==> config.mk <==
export PLATFORM = sky130hd
export DESIGN_NAME = brtrc_freeze_ctl
export DESIGN_NICKNAME = d
export VERILOG_FILES = /design/src/rtl/brtrc_freeze_ctl.sv
export SDC_FILE = /design/constraint.sdc
export NUM_CORES = 1
export LEC_CHECK = 0
export BUFFER_PORTS_ARGS = -buffer_cell sky130_fd_sc_hd__buf_2
export CORE_AREA = 5 5 42 44
export CTS_CLUSTER_DIAMETER = 80
export DETAILED_ROUTE_END_ITERATION = 10
export DIE_AREA = 0 0 47 49
export GPL_TIMING_DRIVEN = 0
export SLEW_MARGIN = 20
export SYNTH_ARGS = -nofsm -noshare
export SYNTH_HDL_FRONTEND = slang
export SYNTH_SLANG_ARGS = --single-unit
==> constraint.sdc <==
create_clock -name clk -period 2.13 [get_ports clk]
set_input_delay 0.1065 -clock clk [delete_from_list [all_inputs] [get_ports clk]]
set_output_delay 0.1065 -clock clk [all_outputs]
set_load 0.005 [all_outputs]
==> src/rtl/brtrc_freeze_ctl.sv <==
module brtrc_freeze_ctl #(
  parameter int CAUSE_W    = 6,
  parameter int BKPT_CAUSE = 3,
  parameter int OVF_IRQ    = 13
) (
  input  logic               clk,
  input  logic               rst_n,
  input  logic               trap_valid,
  input  logic               trap_irq,
  input  logic [CAUSE_W-1:0] trap_cause,
  input  logic [1:0]         trap_tgt,
  input  logic               s_bp_frz,
  input  logic               s_ovf_frz,
  input  logic               vs_bp_frz,
  input  logic               vs_ovf_frz,
  input  logic               cand_valid,
  input  logic               sw_wr,
  input  logic               sw_frozen,
  output logic               rec_en,
  output logic               frozen
);
  localparam logic [CAUSE_W-1:0] BKPT_C = CAUSE_W'(BKPT_CAUSE);
  localparam logic [CAUSE_W-1:0] OVF_C  = CAUSE_W'(OVF_IRQ);
  localparam logic [1:0] TGT_M  = 2'b11;
  localparam logic [1:0] TGT_S  = 2'b01;
  localparam logic [1:0] TGT_VS = 2'b10;

  logic to_vs, to_ms, bp_en, ovf_en, is_bp, is_ovf, hw_set;

  assign to_vs  = (trap_tgt == TGT_VS);
  assign to_ms  = (trap_tgt == TGT_M) || (trap_tgt == TGT_S);
  assign bp_en  = to_vs ? vs_bp_frz  : s_bp_frz;
  assign ovf_en = to_vs ? vs_ovf_frz : s_ovf_frz;
  assign is_bp  = !trap_irq && (trap_cause == BKPT_C);
  assign is_ovf =  trap_irq && (trap_cause == OVF_C);
  assign hw_set = trap_valid && (to_vs || to_ms) &&
                  ((is_bp && bp_en) || (is_ovf && ovf_en));

  always_ff @(posedge clk) begin
    if (!rst_n)      frozen <= 1'b0;
    else if (hw_set) frozen <= 1'b1;
    else if (sw_wr)  frozen <= sw_frozen;
  end

  assign rec_en = cand_valid && !frozen && !hw_set;
endmodule

# Yosys cells after proc, flatten, opt, wreduce, memory -nomap -nowiden
# Index checks and enable logic that the tools add are counted.
dict set report totals {
  regBits 1
  in_bits 19
  word_cells 25
}
dict set report op_classes {
  n_eq_ne 5
  mux 4
  n_reduce_logical 15
}
# cell n
set op_table {}
lappend op_table {{1-bit logical AND} 8}
lappend op_table {{6-bit by 2-bit equality test with 1-bit output, second input constant} 1}
lappend op_table {{6-bit by 4-bit equality test with 1-bit output, second input constant} 1}
lappend op_table {{2-bit equality test, second input constant} 2}
lappend op_table {{1-bit 2-to-1 mux} 4}
lappend op_table {{1-bit logical NOT} 3}
lappend op_table {{1-bit logical OR} 3}
lappend op_table {{2-bit by 1-bit equality test with 1-bit output, second input constant} 1}
lappend op_table {{2-bit nonzero test} 1}

# Logic depth before layout (Yosys ltp)
# Gate-level depths: netlist (run 1).
dict set report logic_depth {
  depth_word 7
  depth_mapped 5
}

# Worst setup path after synthesis (run 1)
# Ideal clock, no wire load.
dict set report synth_timing {
  path_kind {input port to output port}
  startpoint {input trap_tgt[1]}
  endpoint {output rec_en}
  t_arrival_ns 0.914
  setup_slack_ns 1.110
  cell_stages 5
  path_cell_list {nor2b_2 > mux2i_1 > nor4_1 > o221ai_1 > and3b_1}
}
dict set report synth_between {
  elab_chain_len 7
}
# element line
set synth_lines {}
lappend synth_lines {{start, declared} 11} ;# input logic [1:0] trap_tgt,
lappend synth_lines {{2-bit equality test, or another cell as far along} 30} ;# assign to_vs = (trap_tgt == TGT_VS);
lappend synth_lines {{1-bit 2-to-1 mux, or another cell as far along} 32} ;# assign bp_en = to_vs ? vs_bp_frz : s_bp_frz;
lappend synth_lines {{1-bit logical AND / 1-bit logical OR (equally long branches)} {37, 36}}
lappend synth_lines {{1-bit logical OR / 1-bit logical AND (equally long branches)} {37, 36}}
lappend synth_lines {{1-bit logical AND *} 36} ;# assign hw_set = trap_valid && (to_vs || to_ms) &&
lappend synth_lines {{1-bit logical NOT *} 45} ;# assign rec_en = cand_valid && !frozen && !hw_set;
lappend synth_lines {{1-bit logical AND *} 45}
lappend synth_lines {{end, declared} 19} ;# output logic rec_en,
# Mark *: on every way between the ends. The rest lies on a longest branch, timed or not.

# Final worst setup path (run 1)
# Ends and elaborated chain as after synthesis.

==> results.py, run 1 <==
metrics = {
    "global_route": {
        "grt_overflow": 0,
        "grt_usage_pct": 3.23,
        "antenna_found_initial": 0,
        "grt_pass1_vias": 175,
        "grt_pass1_wl_um": 607,
        "grt_max_degree": 4,
    },
    "sta": {
        "layout_setup_ws_ps": 786,
        "slew_violations": 0,
        "relSlewSlack_pct": 83.2,
        "tns_ps": 0,
        "rsz0062_at_grt": "no",
        "setup_viol": 0,
        "hold_viol_final": 0,
        "max_freq_mhz": 744,
        "tightest_slew_ps": 249,
        "finalCritPeriodShare_pct": 63.1,
        "period_minus_slack_ps": 1340,
        "skew_ps": 0,
    },
    "routing": {
        "postRouteAntennaNets": 0,
        "drc": 0,
        "vias_per_cell": 3.88,
        "routed_wl_um": 443,
        "vias": 194,
        "drt_iter0_drc": 0,
        "dr.pass1.iters": 1,
        "routedWlPerCell_um": 8.86,
    },
    "layout": {
        "layout-drive-gt1-share_pct": 64.7,
        "top_register": "frozen",
        "fin_nets": 55,
        "area_growth_pct": 98.0,
        "largestRegisters": "frozen x1",
        "antenna_cells": 0,
        "largest_reg_flops": 1,
    },
    "yosys": {
        "synth.area.mux_share_pct": 24.5,
        "synth_area_um2": 123,
        "yosys_most_used_dff": "dfxtp_1",
        "ys_ff_latch": 1,
        "async_flop_share_pct": 0,
        "yosysSeqAreaShare_pct": 16.3,
        "synth_top_family_by_area": "simple AND/OR/NAND/NOR gates",
        "synth_compound_area_share_pct": 13.3,
        "synth_cell_type_count": 12,
        "synthTopCellsByArea": "mux2i_1 (24%), dfxtp_1 (16%), nor3_2 (8.2%)",
        "ys_warn_count": 0,
        "yosysTopAreaCellShare_pct": 24.5,
        "synthAdderAreaFrac_pct": 0,
        "synth-xor-area-share_pct": 0,
        "syn_inst": 14,
        "syn_nets": 33,
        "synth_most_common_cell": "mux2i_1",
        "synth_area_per_cell_um2": 8.76,
        "synthSimpleGateAreaFrac_pct": 45.9,
        "yosys.area.top_type": "mux2i_1",
        "synth_edf_count": 0,
    },
    "status": {
        "status": "finished clean",
    },
    "placed_design": {
        "place_ws_ps": 740,
        "gp_congestion": 0.581,
        "portBuffers": 20,
    },
    "clock_network": {
        "clock_latency_ps": 0,
        "ctsResizeCount": 0,
        "path_clk_slew_ps": 0,
        "cts_setup_buffers": 0,
        "cts_hold_buffers": 0,
    },
    "critical_path": {
        "worstSetupPathType": "input port to primary output",
        "start_kind": "input port",
        "crit_required_ps": 2020,
        "startpoint": "trap_tgt[1]",
        "reg2reg_to": "frozen$_SDFFE_PN0P_",
        "cp_slowest_stage_delay_ps": 250,
        "cp_common_cell": "buf_2",
        "slowest_stage": "nor4_1",
        "rr_startpoint": "frozen$_SDFFE_PN0P_",
        "end_kind": "primary output",
        "endpoint": "rec_en",
        "crit_chain": "buf_2 > nor2b_2 > mux2i_1 > nor4_1 > o221ai_1 > and3b_1 > buf_2",
        "cp.arrival_ps": 1240,
        "worstPathMaxFanout": 2,
        "r2r_cells": 2,
        "reg2reg_slack_ps": 1500,
    },
    "flow_run": {
        "drv_cap": 0,
    },
    "power_and_ir_drop": {
        "vdd.ir_drop.worst_v": 0.000109,
        "leakagePower_nw": 0.123,
        "p_per_area_nw_per_um2": 211,
    },
    "floorplanning": {
        "fp.coreArea_um2": 1400,
        "die_height_um": 49,
        "die_w_um": 47,
        "rows": 14,
        "start_util_pct": 8.75,
        "ioPinCount": 21,
        "design.die.area_um2": 2300,
    },
    "hold_path": {
        "hold_path_class": "input port to register",
    },
}
-- per-layer routing --
layer  wire [um]  GRT usage (%)  part of all wire, %
met2         176           6.33                   40
met5           0              0                    0
met4           0              0                    0
met1         165           3.70                   37
met3         101          0.369                   23
-- worst max-delay path: cells and delay by family --
kind	cells	cell delay [ps]
AO/OA/AOI/OAI	1	180
AND/OR/NAND/NOR	3	620
buffers and inverters	2	220
multiplexers	1	110
-- kinds of logic (layout without fill, tap and decap cells) --
logic type | after synthesis | count (layout)
buffers and inverters | 0 | 20
DFF | 1 | 1
AOI/OAI and AO/OA | 2 | 2
muxes | 3 | 3
and+or+nand+nor | 8 | 8
-- through the flow --
stage          power, mW  util, %  instance area (um^2)  hold slack (ps)  std cells
6_report          0.0513     17.3                   243              347         50
5_1_grt           0.0552     17.3                   243              364         50
4_1_cts           0.0521     17.3                   243              356         50
3_5_place_dp      0.0520     17.3                   243              356         50
3_3_place_gp      0.0511     17.3                   243              355         50
2_1_floorplan     0.0310        -                   123              260         14
-- report_power, final --
| part | leakage, nW | internal (mW) | switching (mW) |
|---|---|---|---|
| Sequential | 0.00826 | 0.0203 | 0.000654 |
| Combinational | 0.115 | 0.0197 | 0.0107 |
| Clock | 0 | 0 | 0 |
| Total | 0.123 | 0.0399 | 0.0114 |
-- final cells by class --
cell class | instances | area, um^2
sequential | 1 | 20.0
fill | 165 | 1160
tap | 16 | 20.0
multi-input combinational | 13 | 103
timing repair buffer | 20 | 100
-- cells in the final DEF, fill, tap and decap left out --
master	synthesis	layout
dfxtp_1	1	1
nand2b_1	1	1
nand4b_1	1	1
a21boi_1	1	1
and3b_1	1	1
nor4_1	1	1
nor3_2	1	1
mux2i_1	3	3
nor2_1	1	1
o221ai_1	1	1
buf_2	0	20
nor2b_2	1	1
nand2_1	1	1
-- worst min-delay path by stage --
stage	start	end	slack (ps)	cells after the start
6_report	rst_n	frozen$_SDFFE_PN0P_	350	2
5_1_grt	rst_n	frozen$_SDFFE_PN0P_	360	2
4_1_cts	rst_n	frozen$_SDFFE_PN0P_	360	2
3_5_place_dp	rst_n	frozen$_SDFFE_PN0P_	360	2
3_3_place_gp	rst_n	frozen$_SDFFE_PN0P_	350	2
2_1_floorplan	rst_n	frozen$_SDFFE_PN0P_	260	1
No activity file was read; power rests on OpenSTA's default activity.
==> run 2, diff against run 1 <==
Clock period 2.13 ns to 1.21 ns, I/O delays scaled along.
==> run 2 against run 1 <==
- largest cell class unchanged
- utilization is 1.8 points higher
- final cell count is 2.0% higher
- clock skew stayed put
- global-route usage is the same
- register-to-register slack got worse by 910 ps
- first-iteration DRC count is the same
- largest power group unchanged
==> results.py, run 2 (synthesis results as in run 1) <==
metrics = {
    "sta": {
        "skew_ps": 0,
        "finalCritPeriodShare_pct": 92.6,
        "period_minus_slack_ps": 1120,
        "layout_setup_ws_ps": 89.9,
        "relSlewSlack_pct": 81.9,
        "max_freq_mhz": 893,
        "slew_violations": 0,
        "rsz0062_at_grt": "no",
        "hold_viol_final": 0,
        "tightest_slew_ps": 270,
        "setup_viol": 0,
        "tns_ps": 0,
    },
    "global_route": {
        "grt_pass1_vias": 178,
        "grt_pass1_wl_um": 607,
        "antenna_found_initial": 0,
        "grt_usage_pct": 3.23,
        "grt_overflow": 0,
        "grt_max_degree": 4,
    },
    "routing": {
        "drc": 0,
        "drt_iter0_drc": 0,
        "vias": 205,
        "vias_per_cell": 4.02,
        "dr.pass1.iters": 1,
        "routed_wl_um": 498,
        "routedWlPerCell_um": 9.76,
        "postRouteAntennaNets": 0,
    },
    "clock_network": {
        "cts_hold_buffers": 0,
        "path_clk_slew_ps": 0,
        "clock_latency_ps": 0,
    },
    "critical_path": {
        "worstSetupPathType": "input port to primary output",
        "crit_required_ps": 1150,
        "end_kind": "primary output",
        "cp.arrival_ps": 1060,
        "start_kind": "input port",
        "worstPathMaxFanout": 2,
    },
    "hold_path": {
        "hold_path_class": "input port to register",
    },
    "power_and_ir_drop": {
        "p_per_area_nw_per_um2": 358,
        "leakagePower_nw": 0.132,
        "vdd.ir_drop.worst_v": 0.000193,
    },
    "layout": {
        "top_register": "frozen",
        "largest_reg_flops": 1,
        "fin_nets": 56,
        "final_cell_mix": "buf_2 (20), mux2i_1 (3)",
        "stdcell_count": 51,
        "final_area_um2": 268,
        "largestRegisters": "frozen x1",
        "antenna_cells": 0,
        "final_core_util_pct": 19.1,
        "area_growth_pct": 118,
        "layout-drive-gt1-share_pct": 71.4,
        "final_common_cell": "buf_2",
    },
    "floorplanning": {
        "start_util_pct": 8.75,
        "die_height_um": 49,
        "die_w_um": 47,
        "rows": 14,
        "design.die.area_um2": 2300,
        "ioPinCount": 21,
        "fp.coreArea_um2": 1400,
    },
    "placed_design": {
        "dp_cells": 50,
        "gp_congestion": 0.581,
        "place_ws_ps": -87.9,
        "place_area_um2": 243,
        "portBuffers": 20,
    },
    "flow_run": {
        "drv_cap": 0,
    },
    "status": {
        "status": "finished clean",
    },
}
[run 2: cell count changes in the layout (fill, tap and decap cells not counted), sizes merged]
cell  before  now
buf       20   21
[run 2: critical path, cell delays in order]
cell and delay [ps]:
buf_2 110, nor2b_4 130, mux2i_1 120, nor4_2 200, o221ai_2 150, and3b_1 180, buf_2 120
[run 2: per-stage QoR]
stage | hold WS [ps] | power [mW]
3_5_place_dp | 310 | 0.0915
2_1_floorplan | 214 | 0.0546
6_report | 301 | 0.0958
5_1_grt | 318 | 0.102
4_1_cts | 310 | 0.0941
3_3_place_gp | 309 | 0.0899
[run 2: final cells by class]
type	count	area, um^2
Sequential cell	1	20.0
Multi-Input combinational cell	13	120
Tap cell	16	20.0
Timing Repair Buffer	21	108
Fill cell	166	1130
[run 2: worst paths after layout]
kind                            start                   to  slack (ps)  cells after the start
setup / recovery          trap_tgt[1]               rec_en          90                      7
hold reg to reg   frozen$_SDFFE_PN0P_  frozen$_SDFFE_PN0P_         560                      2
hold / removal                  rst_n  frozen$_SDFFE_PN0P_         300                      2
setup reg to reg  frozen$_SDFFE_PN0P_  frozen$_SDFFE_PN0P_         590                      2
[run 2: metal layers]
layer / up-vias / global-route usage, % / routed length, um
met3: 0 / 0.369 / 94
met1: 90 / 3.70 / 163
li1: 98 / - / -
met2: 17 / 6.33 / 240
met5: - / 0 / 0
met4: 0 / 0 / 0
[run 2: repair_timing]
action,CTS,global route
pin swaps,3,1
gates resized for setup,1,2
buffers inserted,1,0
endpoints found under the setup margin,1,2
[run 2: where the power goes]
group          total [mW]  switching, mW  internal [mW]
Combinational      0.0589         0.0224         0.0366
Sequential         0.0369        0.00115         0.0357
Clock                   0              0              0
Total              0.0958         0.0235         0.0723
